$ cat config.mk
export PLATFORM = sky130hd
export DESIGN_NAME = xlate_walker
export DESIGN_NICKNAME = d
export VERILOG_FILES = /design/src/rtl/xw_pkg.sv /design/src/rtl/xw_tcache.sv /design/src/rtl/xw_fault_chk.sv /design/src/rtl/xw_walk_ctrl.sv /design/src/rtl/xlate_walker.sv
export SDC_FILE = /design/constraint.sdc
export NUM_CORES = 1
export LEC_CHECK = 0
export BUFFER_PORTS_ARGS = -buffer_cell sky130_fd_sc_hd__clkbuf_2
export CORE_UTILIZATION = 60
export CTS_CLUSTER_SIZE = 8
export DETAILED_ROUTE_END_ITERATION = 8
export PLACE_DENSITY = 0.77
export SETUP_SLACK_MARGIN = 0.5
export SYNTH_ARGS = -nofsm -noshare
export SYNTH_HDL_FRONTEND = slang
export SYNTH_SLANG_ARGS = --single-unit
$ cat constraint.sdc
create_clock -name clk -period 9.67 [get_ports clk]
set_input_delay 0.967 -clock clk [delete_from_list [all_inputs] [get_ports clk]]
set_output_delay 0.967 -clock clk [all_outputs]
set_load 0.1 [all_outputs]
$ cat src/rtl/xw_pkg.sv
package xw_pkg;
  localparam int ADDR_W = 32;
  localparam int OFS_W  = 12;
  localparam int VPN_W  = ADDR_W - OFS_W;
  localparam int IDX_W  = 10;
  localparam int P_BIT  = 0;
  localparam int W_BIT  = 1;
  localparam int U_BIT  = 2;
  localparam int A_BIT  = 5;
  localparam int D_BIT  = 6;

  typedef enum logic [2:0] {
    ST_IDLE, ST_LOOK, ST_DRD, ST_DWB, ST_TRD, ST_TWB, ST_FILL, ST_DONE
  } walk_st_e;

  function automatic logic [ADDR_W-1:0] dir_slot_addr(input logic [ADDR_W-1:0] base,
                                                      input logic [ADDR_W-1:0] lin);
    return base + {{(ADDR_W-IDX_W-2){1'b0}}, lin[ADDR_W-1 -: IDX_W], 2'b00};
  endfunction

  function automatic logic [ADDR_W-1:0] tbl_slot_addr(input logic [ADDR_W-1:0] pde,
                                                      input logic [ADDR_W-1:0] lin);
    return {pde[ADDR_W-1:OFS_W], {OFS_W{1'b0}}}
         + {{(ADDR_W-IDX_W-2){1'b0}}, lin[OFS_W +: IDX_W], 2'b00};
  endfunction

  function automatic logic [ADDR_W-1:0] merge_levels(input logic [ADDR_W-1:0] pde,
                                                     input logic [ADDR_W-1:0] pte);
    logic [ADDR_W-1:0] r;
    r        = pte;
    r[W_BIT] = pte[W_BIT] & pde[W_BIT];
    r[U_BIT] = pte[U_BIT] & pde[U_BIT];
    return r;
  endfunction

  function automatic logic [ADDR_W-1:0] flat_entry(input logic [ADDR_W-1:0] lin);
    return {lin[ADDR_W-1:OFS_W], {(OFS_W-3){1'b0}}, 3'b111};
  endfunction
endpackage

$ cat src/rtl/xw_tcache.sv
module xw_tcache #(
  parameter int SLOT_BITS = 4
) (
  input  logic                      clk,
  input  logic                      rst_n,
  input  logic                      flush,
  input  logic [xw_pkg::VPN_W-1:0]  look_vpn,
  output logic                      hit,
  output logic [xw_pkg::ADDR_W-1:0] hit_entry,
  input  logic                      fill_en,
  input  logic [xw_pkg::VPN_W-1:0]  fill_vpn,
  input  logic [xw_pkg::ADDR_W-1:0] fill_entry
);
  import xw_pkg::*;
  localparam int SLOTS = 1 << SLOT_BITS;
  localparam int TAG_W = VPN_W - SLOT_BITS;

  logic                 slot_v [SLOTS];
  logic [TAG_W-1:0]     slot_t [SLOTS];
  logic [ADDR_W-1:0]    slot_e [SLOTS];
  logic [SLOT_BITS-1:0] look_idx, fill_idx;

  assign look_idx = look_vpn[SLOT_BITS-1:0];
  assign fill_idx = fill_vpn[SLOT_BITS-1:0];

  for (genvar g = 0; g < SLOTS; g++) begin : g_slot
    logic              v_q;
    logic [TAG_W-1:0]  t_q;
    logic [ADDR_W-1:0] e_q;
    logic              wr_here;
    assign wr_here = fill_en && (fill_idx == SLOT_BITS'(g));
    always_ff @(posedge clk or negedge rst_n) begin
      if (!rst_n)       v_q <= 1'b0;
      else if (flush)   v_q <= 1'b0;
      else if (wr_here) v_q <= 1'b1;
    end
    always_ff @(posedge clk) begin
      if (wr_here) begin
        t_q <= fill_vpn[VPN_W-1:SLOT_BITS];
        e_q <= fill_entry;
      end
    end
    assign slot_v[g] = v_q;
    assign slot_t[g] = t_q;
    assign slot_e[g] = e_q;
  end

  assign hit       = slot_v[look_idx] && (slot_t[look_idx] == look_vpn[VPN_W-1:SLOT_BITS]);
  assign hit_entry = slot_e[look_idx];
endmodule

$ cat src/rtl/xw_fault_chk.sv
module xw_fault_chk (
  input  logic                      pg_on,
  input  logic                      is_write,
  input  logic [1:0]                cpl,
  input  logic                      wp_on,
  input  logic [xw_pkg::ADDR_W-1:0] entry,
  output logic                      fault,
  output logic [2:0]                errcode
);
  import xw_pkg::*;
  logic absent, priv_bad, wp_bad;
  assign absent   = !entry[P_BIT];
  assign priv_bad = !entry[U_BIT] && (cpl != 2'd0);
  assign wp_bad   = is_write && wp_on && !entry[W_BIT];
  assign fault    = pg_on && (absent || priv_bad || wp_bad);
  assign errcode  = entry[2:0];
endmodule

$ cat src/rtl/xw_walk_ctrl.sv
module xw_walk_ctrl (
  input  logic                      clk,
  input  logic                      rst_n,
  input  logic                      req_valid,
  input  logic [xw_pkg::ADDR_W-1:0] req_addr,
  input  logic                      req_write,
  input  logic [1:0]                req_cpl,
  input  logic                      pg_en,
  input  logic                      wp_en,
  input  logic [xw_pkg::ADDR_W-1:0] dir_base,
  input  logic                      cache_hit,
  input  logic [xw_pkg::ADDR_W-1:0] cache_entry,
  output logic [xw_pkg::VPN_W-1:0]  look_vpn,
  output logic                      fill_en,
  output logic [xw_pkg::ADDR_W-1:0] fill_entry,
  output logic                      hit_ev,
  output logic                      busy,
  output logic                      res_valid,
  output logic [xw_pkg::ADDR_W-1:0] res_entry,
  output logic                      cur_pg,
  output logic                      cur_write,
  output logic [1:0]                cur_cpl,
  output logic                      cur_wp,
  output logic                      mem_req,
  output logic                      mem_we,
  output logic [xw_pkg::ADDR_W-1:0] mem_addr,
  output logic [xw_pkg::ADDR_W-1:0] mem_wdata,
  input  logic                      mem_ack,
  input  logic [xw_pkg::ADDR_W-1:0] mem_rdata
);
  import xw_pkg::*;
  walk_st_e          st_q;
  logic [ADDR_W-1:0] lin_q, base_q, pde_q, pte_q, res_q;
  logic              wr_q, pg_q, wp_q;
  logic [1:0]        cpl_q;
  logic [ADDR_W-1:0] pte_upd;

  assign pte_upd = mem_rdata | (ADDR_W'(wr_q) << D_BIT) | (ADDR_W'(1) << A_BIT);

  always_ff @(posedge clk or negedge rst_n) begin
    if (!rst_n) begin
      st_q <= ST_IDLE;
      lin_q <= '0; base_q <= '0; pde_q <= '0; pte_q <= '0; res_q <= '0;
      wr_q <= 1'b0; pg_q <= 1'b0; wp_q <= 1'b0; cpl_q <= 2'd0;
    end else begin
      unique case (st_q)
        ST_IDLE: if (req_valid) begin
          lin_q <= req_addr; base_q <= dir_base; wr_q <= req_write;
          cpl_q <= req_cpl;  pg_q <= pg_en;      wp_q <= wp_en;
          st_q  <= ST_LOOK;
        end
        ST_LOOK: begin
          if (!pg_q) begin
            res_q <= flat_entry(lin_q); st_q <= ST_DONE;
          end else if (cache_hit) begin
            res_q <= cache_entry; st_q <= ST_DONE;
          end else begin
            st_q <= ST_DRD;
          end
        end
        ST_DRD: if (mem_ack) begin
          pde_q <= mem_rdata | (ADDR_W'(1) << A_BIT);
          if (!mem_rdata[P_BIT]) begin
            res_q <= '0; st_q <= ST_DONE;
          end else if (!mem_rdata[A_BIT]) st_q <= ST_DWB;
          else st_q <= ST_TRD;
        end
        ST_DWB: if (mem_ack) st_q <= ST_TRD;
        ST_TRD: if (mem_ack) begin
          pte_q <= pte_upd;
          if (!mem_rdata[P_BIT]) begin
            res_q <= '0; st_q <= ST_DONE;
          end else if (!mem_rdata[A_BIT]) st_q <= ST_TWB;
          else st_q <= ST_FILL;
        end
        ST_TWB: if (mem_ack) st_q <= ST_FILL;
        ST_FILL: begin
          res_q <= merge_levels(pde_q, pte_q); st_q <= ST_DONE;
        end
        ST_DONE: st_q <= ST_IDLE;
        default: st_q <= ST_IDLE;
      endcase
    end
  end

  assign look_vpn   = lin_q[ADDR_W-1:OFS_W];
  assign fill_en    = (st_q == ST_FILL);
  assign fill_entry = merge_levels(pde_q, pte_q);
  assign hit_ev     = (st_q == ST_LOOK) && pg_q && cache_hit;
  assign busy       = (st_q != ST_IDLE);
  assign res_valid  = (st_q == ST_DONE);
  assign res_entry  = res_q;
  assign cur_pg     = pg_q;
  assign cur_write  = wr_q;
  assign cur_cpl    = cpl_q;
  assign cur_wp     = wp_q;
  assign mem_req    = (st_q == ST_DRD) || (st_q == ST_DWB) || (st_q == ST_TRD) || (st_q == ST_TWB);
  assign mem_we     = (st_q == ST_DWB) || (st_q == ST_TWB);
  assign mem_addr   = ((st_q == ST_DRD) || (st_q == ST_DWB)) ? dir_slot_addr(base_q, lin_q)
                                                             : tbl_slot_addr(pde_q, lin_q);
  assign mem_wdata  = (st_q == ST_DWB) ? pde_q : pte_q;
endmodule

$ cat src/rtl/xlate_walker.sv
module xlate_walker #(
  parameter int SLOT_BITS = 4
) (
  input  logic        clk,
  input  logic        rst_n,
  input  logic        req_valid,
  input  logic [31:0] req_addr,
  input  logic        req_write,
  input  logic [1:0]  req_cpl,
  input  logic        pg_en,
  input  logic        wp_en,
  input  logic [31:0] dir_base,
  input  logic        flush,
  output logic        busy,
  output logic        rsp_valid,
  output logic [31:0] rsp_entry,
  output logic        rsp_fault,
  output logic [2:0]  rsp_errcode,
  output logic        mem_req,
  output logic        mem_we,
  output logic [31:0] mem_addr,
  output logic [31:0] mem_wdata,
  input  logic        mem_ack,
  input  logic [31:0] mem_rdata
);
  import xw_pkg::*;
  logic [VPN_W-1:0]  look_vpn;
  logic              cache_hit;
  logic [ADDR_W-1:0] cache_entry;
  logic              walk_fill_ev;
  logic [ADDR_W-1:0] walk_fill_entry;
  logic              walk_hit_ev;
  logic              cur_pg, cur_write, cur_wp, raw_fault;
  logic [1:0]        cur_cpl;

  xw_tcache #(.SLOT_BITS(SLOT_BITS)) cache_i (
    .clk(clk), .rst_n(rst_n), .flush(flush),
    .look_vpn(look_vpn), .hit(cache_hit), .hit_entry(cache_entry),
    .fill_en(walk_fill_ev), .fill_vpn(look_vpn), .fill_entry(walk_fill_entry)
  );

  xw_walk_ctrl ctrl_i (
    .clk(clk), .rst_n(rst_n),
    .req_valid(req_valid), .req_addr(req_addr), .req_write(req_write),
    .req_cpl(req_cpl), .pg_en(pg_en), .wp_en(wp_en), .dir_base(dir_base),
    .cache_hit(cache_hit), .cache_entry(cache_entry), .look_vpn(look_vpn),
    .fill_en(walk_fill_ev), .fill_entry(walk_fill_entry), .hit_ev(walk_hit_ev),
    .busy(busy), .res_valid(rsp_valid), .res_entry(rsp_entry),
    .cur_pg(cur_pg), .cur_write(cur_write), .cur_cpl(cur_cpl), .cur_wp(cur_wp),
    .mem_req(mem_req), .mem_we(mem_we), .mem_addr(mem_addr), .mem_wdata(mem_wdata),
    .mem_ack(mem_ack), .mem_rdata(mem_rdata)
  );

  xw_fault_chk fault_i (
    .pg_on(cur_pg), .is_write(cur_write), .cpl(cur_cpl), .wp_on(cur_wp),
    .entry(rsp_entry), .fault(raw_fault), .errcode(rsp_errcode)
  );

  assign rsp_fault = rsp_valid && raw_fault;
endmodule

### Yosys cells after proc, flatten, opt, wreduce, memory -nomap -nowiden

Index checks and enable logic that the tools add are counted.

| storage, ports and cells | value |
|---|---|
| output and inout port bits | 104 |
| word-level logic and storage cells | 214 |
| bits in registers | 952 |
| input port bits | 106 |

| cells by class | value |
|---|---|
| reduce and logical (&&, ||, !) cells | 58 |
| bitwise logic cells | 4 |
| $add $sub $neg | 2 |
| equal/unequal tests | 31 |
| order comparisons | 1 |
| muxes and demuxes | 60 |

Operators by type and width:

| operator | count |
|---|---|
| 32-bit 2-to-1 mux | 8 |
| 32-bit binary-select mux with 4-bit select | 1 |
| 32-bit case mux with 3 select lines | 1 |
| 32-bit by 12-bit adder with 32-bit output | 2 |
| 16-bit binary-select mux with 4-bit select | 1 |
| 1-bit 2-to-1 mux | 34 |
| 2-bit nonzero test | 17 |
| 4-bit equality test, second input constant | 8 |
| 16-bit 2-to-1 mux | 2 |
| 32-bit by 7-bit OR with 32-bit output | 1 |
| 3-bit 2-to-1 mux | 10 |
| 3-bit case mux with 8 select lines | 1 |
| 1-bit logical AND | 22 |
| 16-bit equality test | 1 |
| 4-bit by 3-bit equality test with 1-bit output, second input constant | 4 |
| 3-bit equality test, second input constant | 4 |
| 2-bit != test, second input constant | 6 |
| 4-bit by 2-bit equality test with 1-bit output, second input constant | 2 |
| 3-bit by 2-bit equality test with 1-bit output, second input constant | 2 |
| 1-bit logical OR | 6 |
| 2-bit AND reduction | 3 |
| 3-bit nonzero test | 2 |
| 5-bit greater-or-equal comparator, second input constant | 1 |
| 4-bit inverter with 5-bit output | 1 |
| 13 further kinds | 16 |

### Logic depth before layout (Yosys ltp)

Gate-level depths: netlist of the first run.

| depth | value |
|---|---|
| depth in word-level cells | 9 |
| mapped depth | 14 |

### Hierarchy

Synthesis of the first run repeated with hierarchy kept, for this count alone.

| second synthesis, totals | value |
|---|---|
| cells, all modules | 1981 |
| area, all modules | 38259.2 um2 |

Modules (own cells, without submodules):

| module | sequential area each (um2) | instances | cells an instance | area each (um2) |
|---|---|---|---|---|
| xw_tcache | 23462.5 | 1 | 1230 | 29936.2 |
| xw_walk_ctrl | 3903.7 | 1 | 743 | 8269.2 |
| xw_fault_chk | 0.0 | 1 | 7 | 47.5 |
| xlate_walker | 0.0 | 1 | 1 | 6.3 |

### Least setup slack after synthesis of the first run

Ideal clock, no wire load.

| timing | value |
|---|---|
| kind | reg-to-output |
| from | register ctrl_i.lin_q[23] |
| to | output port mem_addr[25] |
| data required time | 8.703 ns |
| path buffers | 0 |
| path slack | 3.835 ns |
| arrival | 4.868 ns |
| stages on the path, launching flop included | 11 |
| cells stage by stage | dfrtp_1 -> ha_1 -> a21o_1 -> a21oi_1 -> nor2b_1 -> o21a_1 -> o41ai_1 -> o2111ai_1 -> and4_1 -> xnor2_1 -> o21ai_0 |

| on the way | value |
|---|---|
| cells in the longest elaborated chain, start to end | 2 |

Ends and longest elaborated chain:

| what | RTL line | RTL |
|---|---|---|
| from (decl) | xw_walk_ctrl.sv:33 | `logic [ADDR_W-1:0] lin_q, base_q, pde_q, pte_q, res_q;` |
| from (signal assigned) | xw_walk_ctrl.sv:48 | `lin_q <= req_addr; base_q <= dir_base; wr_q <= req_write;` |
| 32-bit by 12-bit adder with 32-bit output | xw_pkg.sv:18 | `return base + {{(ADDR_W-IDX_W-2){1'b0}}, lin[ADDR_W-1 -: IDX_W], 2'b00};` |
| 32-bit 2-to-1 mux | xw_walk_ctrl.sv:99 | `assign mem_addr = ((st_q == ST_DRD) \|\| (st_q == ST_DWB)) ? dir_slot_addr(base_q, lin_q)` |
| to (decl) | xlate_walker.sv:21 | `output logic [31:0] mem_addr,` |

No other way between the ends.

### Final worst setup path of the first run

| timing | value |
|---|---|
| from | register ctrl_i.lin_q[25] |
| to | output port mem_addr[30] |

The elaborated chain is that of the path after synthesis.

==> flow_summary.toml, run 1 <==
[floorplan]
rows = 92
io_pins = 210
start_util = 0.607
die_h_um = 254
dieArea_um2 = 64700
die_w_um = 254
core_um2 = 63000

[sta]
report.final.hold_viol_count = 0
finalSetupViolations = 0
timing.final.crit_share = 0.582
slew_violations = 0
tns_ns = 0
holdWs_ns = 0.350
max_slew_margin = 0.228
rsz0062_at_grt = "false"
skew_ns = 0.0244
worst_pin_slew_ns = 1.15
min_period_ns = 5.63
clock.fmax_ghz = 0.178

[synthesis]
netlist_instances = 1957
ys.flop_type = "edfxtp_1"
synth_edf_count = 768
syn_area_per_cell_um2 = 19.5
yosysTopAreaCell = "edfxtp_1"
synthTopCellsByArea = "edfxtp_1 60%, mux4_2 12%, dfrtp_1 11%, mux2_2 4.8%, mux2i_1 1.6%"
async_flop_share = 0.183
ys_seq_area_frac = 0.716
synth_top_cell_area_share = 0.604
ys_ff_latch = 940
synth_area_um2 = 38200
syn_nets = 2074
yosys.cell_types.count = 67
yosys_warnings = 0

[clock_tree]
cts.reportedPaths.clkPinSlew_ns = 0.05
holdBufCountCts = 0
numCtsBuffers = 135
cts_tree = "built"
clock-root-buffer = "clkbuf_16"
h-tree-depth = 4
cts_sinks = 940
clk_latency_ns = 0.72
clk_path_buf_depth = 3
postCtsSetupRepairBufs = 0
ctsResizeCount = 0

[grt]
grt_pass1_vias = 21605
grt_overflow = 0
grt_pass1_wl_mm = 140
grt_use_total = 0.308
antenna_found_initial = 2
grt_max_degree = 101

[place]
place_hpwl_mm = 51.7
place_inst = 2946
place.gp.congestion = 0.830
port_buffers = 197

[worst_setup_path]
r2r_slack_ns = 4.32
reg2regPathDepth = 11
cp_data_arrival_time_ns = 4.66
worst-setup-path-type = "reg2out"
r2r_end = "ctrl_i.res_entry[31]"
endpoint_kind = "output port"
r2r-start = "ctrl_i.lin_q[13]"
cp.required_ns = 8.70
cp_max_fo = 22
critPathLaunchType = "flop"

[power_and_ir_drop]
leakage_nw = 15.5
p_sw_w = 0.00669
power_frac_seq = 0.366
combPwrFrac = 0.371
ir_drop_mv = 0.538
swShare = 0.396
p_per_area_nw_per_um2 = 381
internal_power_w = 0.0102
p_clk_frac = 0.263

[route]
route.met2.wl_mm = 46.5
routed_wl_mm = 95.7
wl_met3_mm = 10.2
wl_met1_mm = 35.7
ant_nets = 0
routed-via-count = 20606
wire_per_inst_um = 30.0
top_layer_used = "met4"
dr.pass1.iters = 6
dr.first_iter.drc_count = 2393
post-route-drc-count = 0
vias_per_cell = 6.46

[status]
status = "finished clean"

[final_layout]
finalNonFillerCells = 3190
layout.nets = 2354
antennaDiodeCount = 0
area_delta_synth_final_pct = 15.8
n_fill_cell = 3755
drive_gt1_frac = 0.356

[job]
maxCapViolations = 0

[hold_path]
hold_path.class = "in2async"
[cells in the final DEF, fill, tap and decap left out, types with 26 or more instances in the layout]
cell type	n
edfxtp_1	768
clkbuf_16	141
mux4_2	205
mux2_2	163
nor2_1	45
clkbuf_1	95
mux2_4	26
clkbuf_2	196
buf_4	53
nand2_1	85
dfrtp_1	167
mux2i_1	62
xor2_1	36
o21ai_0	64
[sequential cells by signal, summed over array words and instances (netlist names), 3 cells and up]
name,cells
cache_i.g_slot.e_q,512
cache_i.g_slot.t_q,256
cache_i.g_slot.v_q,16
ctrl_i.base_q,32
ctrl_i.lin_q,20
ctrl_i.pde_q,32
ctrl_i.pte_q,32
ctrl_i.res_entry,32
ctrl_i.st_q,3
[final cells by class]
cell class              instances  area, um2  area share
multi-input cells             896      10400       0.234
clock inverters                 8        129     0.00291
well taps                     846       1060      0.0239
flip-flops and latches        940      27400       0.619
clock buffers                 236       3880      0.0878
inverters                      14       52.6     0.00119
repair buffers                250       1390      0.0315
[kinds of logic after synthesis]
kind of cell,after synthesis,share of synthesized area
adders and majority gates,13,0.00432
buffers and inverters,121,0.0162
xor gates and xnor gates,57,0.0131
DFF,940,0.716
AOI/OAI and AO/OA,148,0.0262
and+or+nand+nor,219,0.0263
muxes,459,0.197
[worst max-delay path, stage by stage (launching register included)]
cell and delay, ns:
dfrtp_1 0.37, buf_4 0.22, ha_1 0.39, a21oi_1 0.17, nor2b_1 0.25, o21ai_0 0.16, a211o_1 0.32, o211ai_1 0.93
nand3_1 0.23, xor2_1 0.20, o21ai_0 0.20, clkbuf_2 0.50
[stage by stage]
stage	instance area (um2)	worst slack (ns)	total power (W)	utilization
global route	44300	3.90	0.0174	0.703
CTS	44300	4.07	0.0169	0.703
finish	44300	4.04	0.0169	0.703
detailed placement	40200	4.30	0.0124	0.639
global placement	40200	4.40	0.0122	0.639
floorplan	38200	3.83	0.0108	-
[Yosys cell counts, drive strengths merged, types with 4 or more instances]
| master | n |
|---|---|
| nor2b | 9 |
| nor3 | 10 |
| mux2i | 62 |
| buf | 50 |
| nand4 | 5 |
| nand3b | 4 |
| mux4 | 208 |
| nand2b | 8 |
| and4 | 5 |
| nor2 | 60 |
| o22ai | 7 |
| nand3 | 13 |
| o21ai | 65 |
| a22oi | 5 |
| a32o | 10 |
| nand2 | 85 |
| ha | 10 |
| a21oi | 17 |
| or2 | 5 |
| dfrtp | 172 |
| or3 | 4 |
| inv | 14 |
| mux2 | 189 |
| a211oi | 6 |
| xnor2 | 21 |
| xor2 | 36 |
| clkbuf | 57 |
| and2 | 4 |
| a221oi | 5 |
| edfxtp | 768 |
[worst max path at each step]
stage          slack, ns        startpoint              endpoint
6_report            4.04  ctrl_i.lin_q[25]          mem_addr[30]
4_1_cts             4.07  ctrl_i.lin_q[25]          mem_addr[30]
3_3_place_gp        4.40  ctrl_i.lin_q[13]  ctrl_i.res_entry[31]
5_1_grt             3.90  ctrl_i.lin_q[25]          mem_addr[30]
3_5_place_dp        4.30  ctrl_i.lin_q[13]  ctrl_i.res_entry[31]
2_1_floorplan       3.83  ctrl_i.lin_q[23]          mem_addr[25]
[metal layers]
layer | track usage | up-vias
met1 | 0.415 | 10657
met3 | 0.0819 | 224
met4 | 0.121 | 0
met5 | 0 | -
li1 | - | 8475
met2 | 0.483 | 1250
[power groups by stage]
| stage | Combinational, W | Clock (W) | Sequential [W] |
|---|---|---|---|
| finish | 0.00625 | 0.00443 | 0.00618 |
| CTS | 0.00624 | 0.00446 | 0.00618 |
| floorplan | 0.00453 | 0 | 0.00625 |
| global placement | 0.00605 | 0 | 0.00616 |
| global route | 0.00652 | 0.00464 | 0.00627 |
| detailed placement | 0.00615 | 0 | 0.00624 |
(Power assumes the default switching activity.)
==> run 2: changes to the inputs <==
--- a/config.mk
+++ b/config.mk
@@ -6,10 +6,10 @@
 export NUM_CORES = 1
 export LEC_CHECK = 0
 export BUFFER_PORTS_ARGS = -buffer_cell sky130_fd_sc_hd__clkbuf_2
-export CORE_UTILIZATION = 60
+export CORE_UTILIZATION = 55
 export CTS_CLUSTER_SIZE = 8
 export DETAILED_ROUTE_END_ITERATION = 8
-export PLACE_DENSITY = 0.77
+export PLACE_DENSITY = 0.74
 export SETUP_SLACK_MARGIN = 0.5
 export SYNTH_ARGS = -nofsm -noshare
 export SYNTH_HDL_FRONTEND = slang
==> constraint.sdc (replaced) <==
create_clock -name clk -period 4.6 [get_ports clk]
set_input_delay 0.46 -clock clk [delete_from_list [all_inputs] [get_ports clk]]
set_output_delay 0.46 -clock clk [all_outputs]
set_load 0.1 [all_outputs]
==> flow_summary.toml, run 2 (synthesized netlist as in run 1, its figures left out) <==
[status]
status = "finished clean"

[worst_setup_path]
critPathSlowestCell = "dfrtp_2"
path_delay_family = "compound AO/OA/AOI/OAI gates"
cpMostUsedCell = "buf_4"
worst-setup-path-type = "reg2out"
worstPathCellList = "ha_4, fa_2, a21o_1, a21oi_2, nor2b_1, o21ai_1, a211o_2, o211ai_1, buf_4, buf_6, buf_4, xnor2_2, o21ai_2, buf_12"
endpoint_kind = "output port"
cp.required_ns = 4.14
critPathLaunchType = "flop"
cp_max_fo = 5
crit_path_start = "ctrl_i.lin_q[22]"
path_buf_inv = 4
slowest_delay_ns = 0.44
cp_data_arrival_time_ns = 3.61
r2r-start = "ctrl_i.lin_q[13]"

[grt]
grt_pass1_wl_mm = 142
antenna_found_initial = 0
grt_use_total = 0.281
grt_max_degree = 88
grt_pass1_vias = 21993
grt_overflow = 0

[floorplan]
die_w_um = 266
die_h_um = 266
start_util = 0.556
core_um2 = 68700
io_pins = 210
rows = 96
dieArea_um2 = 70500

[clock_tree]
cts_tree = "built"
cts_sinks = 940
numCtsBuffers = 135
clk_latency_ns = 0.72
h-tree-depth = 4
clock-root-buffer = "clkbuf_16"
cts.reportedPaths.clkPinSlew_ns = 0.05
clk_path_buf_depth = 3

[sta]
skew_ns = 0.0300
timing.final.crit_share = 0.885
slew_violations = 0
min_period_ns = 4.07
clock.fmax_ghz = 0.246
finalSetupViolations = 0
rsz0062_at_grt = "true"
max_slew_margin = 0.269
worst_pin_slew_ns = 1.10
report.final.hold_viol_count = 0

[final_layout]
multi_input_area_um2 = 10600
largest_reg_flops = 512
n_fill_cell = 4376
layout.nets = 2475
biggestRegsByFlops = "cache_i.g_slot.e_q: 512 flops, cache_i.g_slot.t_q: 256 flops"
stdcell_area_um2 = 46100
regArea_um2 = 27400
layout_common_cells = "768 x edfxtp_1, 205 x mux4_2, 173 x clkbuf_2"
antennaDiodeCount = 0
largest_register = "cache_i.g_slot.e_q"
drive_gt1_frac = 0.372
final_util = 0.671
mostFrequentLayoutCell = "edfxtp_1"
area_delta_synth_final_pct = 20.7

[route]
dr.first_iter.drc_count = 2245
dr.pass1.iters = 6
ant_nets = 0
wire_per_inst_um = 28.3
vias_per_cell = 6.17
routed-via-count = 20963
routed_wl_mm = 96.2
post-route-drc-count = 0

[power_and_ir_drop]
leakage_nw = 16.2
ir_drop_mv = 0.929
p_per_area_nw_per_um2 = 790

[job]
maxCapViolations = 0

[place]
place_hpwl_mm = 53.6
port_buffers = 197
dpl_cell_area_um2 = 41100
place.gp.congestion = 0.848

[hold_path]
hold_path.class = "in2reg"
min_from = "req_addr[16]"
## run 2: metal layers
metal | vias to the layer above | share of wire | track usage
met1 | 10872 | 0.38 | 0.375
li1 | 8731 | - | -
met4 | 0 | 0.027 | 0.0976
met5 | - | 0 | 0
met2 | 1179 | 0.49 | 0.452
met3 | 181 | 0.10 | 0.0713
## run 2: final timing paths
check / to / slack [ns] / depth (start not counted)
hold reg to reg: ctrl_i.pde_q[5] / 0.49 / 1
hold / removal: ctrl_i.lin_q[16] / 0.03 / 2
setup reg to reg: ctrl_i.res_entry[3] / 0.61 / 11
min in group asynchronous: ctrl_i.pde_q[12] / 0.38 / 2
setup / recovery: mem_addr[12] / 0.53 / 14
max in group asynchronous: ctrl_i.lin_q[14] / 3.09 / 3
## run 2: through the flow
step | worst slack [ns] | hold slack [ns] | instances | TNS (ns) | total power, W
4_1_cts | 0.487 | 0.000456 | 3395 | 0 | 0.0363
5_1_grt | 0.406 | 0.00821 | 3400 | 0 | 0.0377
2_1_floorplan | -0.422 | 0.164 | 1957 | -40.83 | 0.0228
6_report | 0.530 | 0.0277 | 3400 | 0 | 0.0364
3_5_place_dp | 0.656 | 0.464 | 3063 | 0 | 0.0268
3_3_place_gp | 0.683 | 0.448 | 3063 | 0 | 0.0265
## run 2: what timing repair did
action / 4_1_cts / 5_1_grt
pin swaps: 8 / 12
endpoints found under the hold margin: 189 / 0
gates cloned: 1 / 0
setup buffers: 5 / 5
hold buffers: 78 / 0
gates resized for setup: 16 / 14
endpoints found under the setup margin: 21 / 17
## run 2: area by class of cell
type | count | share of cell area
tap | 931 | 0.0253
multi-input combinational | 896 | 0.229
inverter | 14 | 0.00114
timing repair buffer | 371 | 0.0634
clock buffer | 240 | 0.0850
sequential | 940 | 0.594
clock inverter | 8 | 0.00217
## run 2: where the power goes
group          switching [W]  internal (W)  total [W]
sequential           0.00172        0.0113     0.0130
clock                0.00353       0.00573    0.00926
combinational        0.00899       0.00518     0.0142
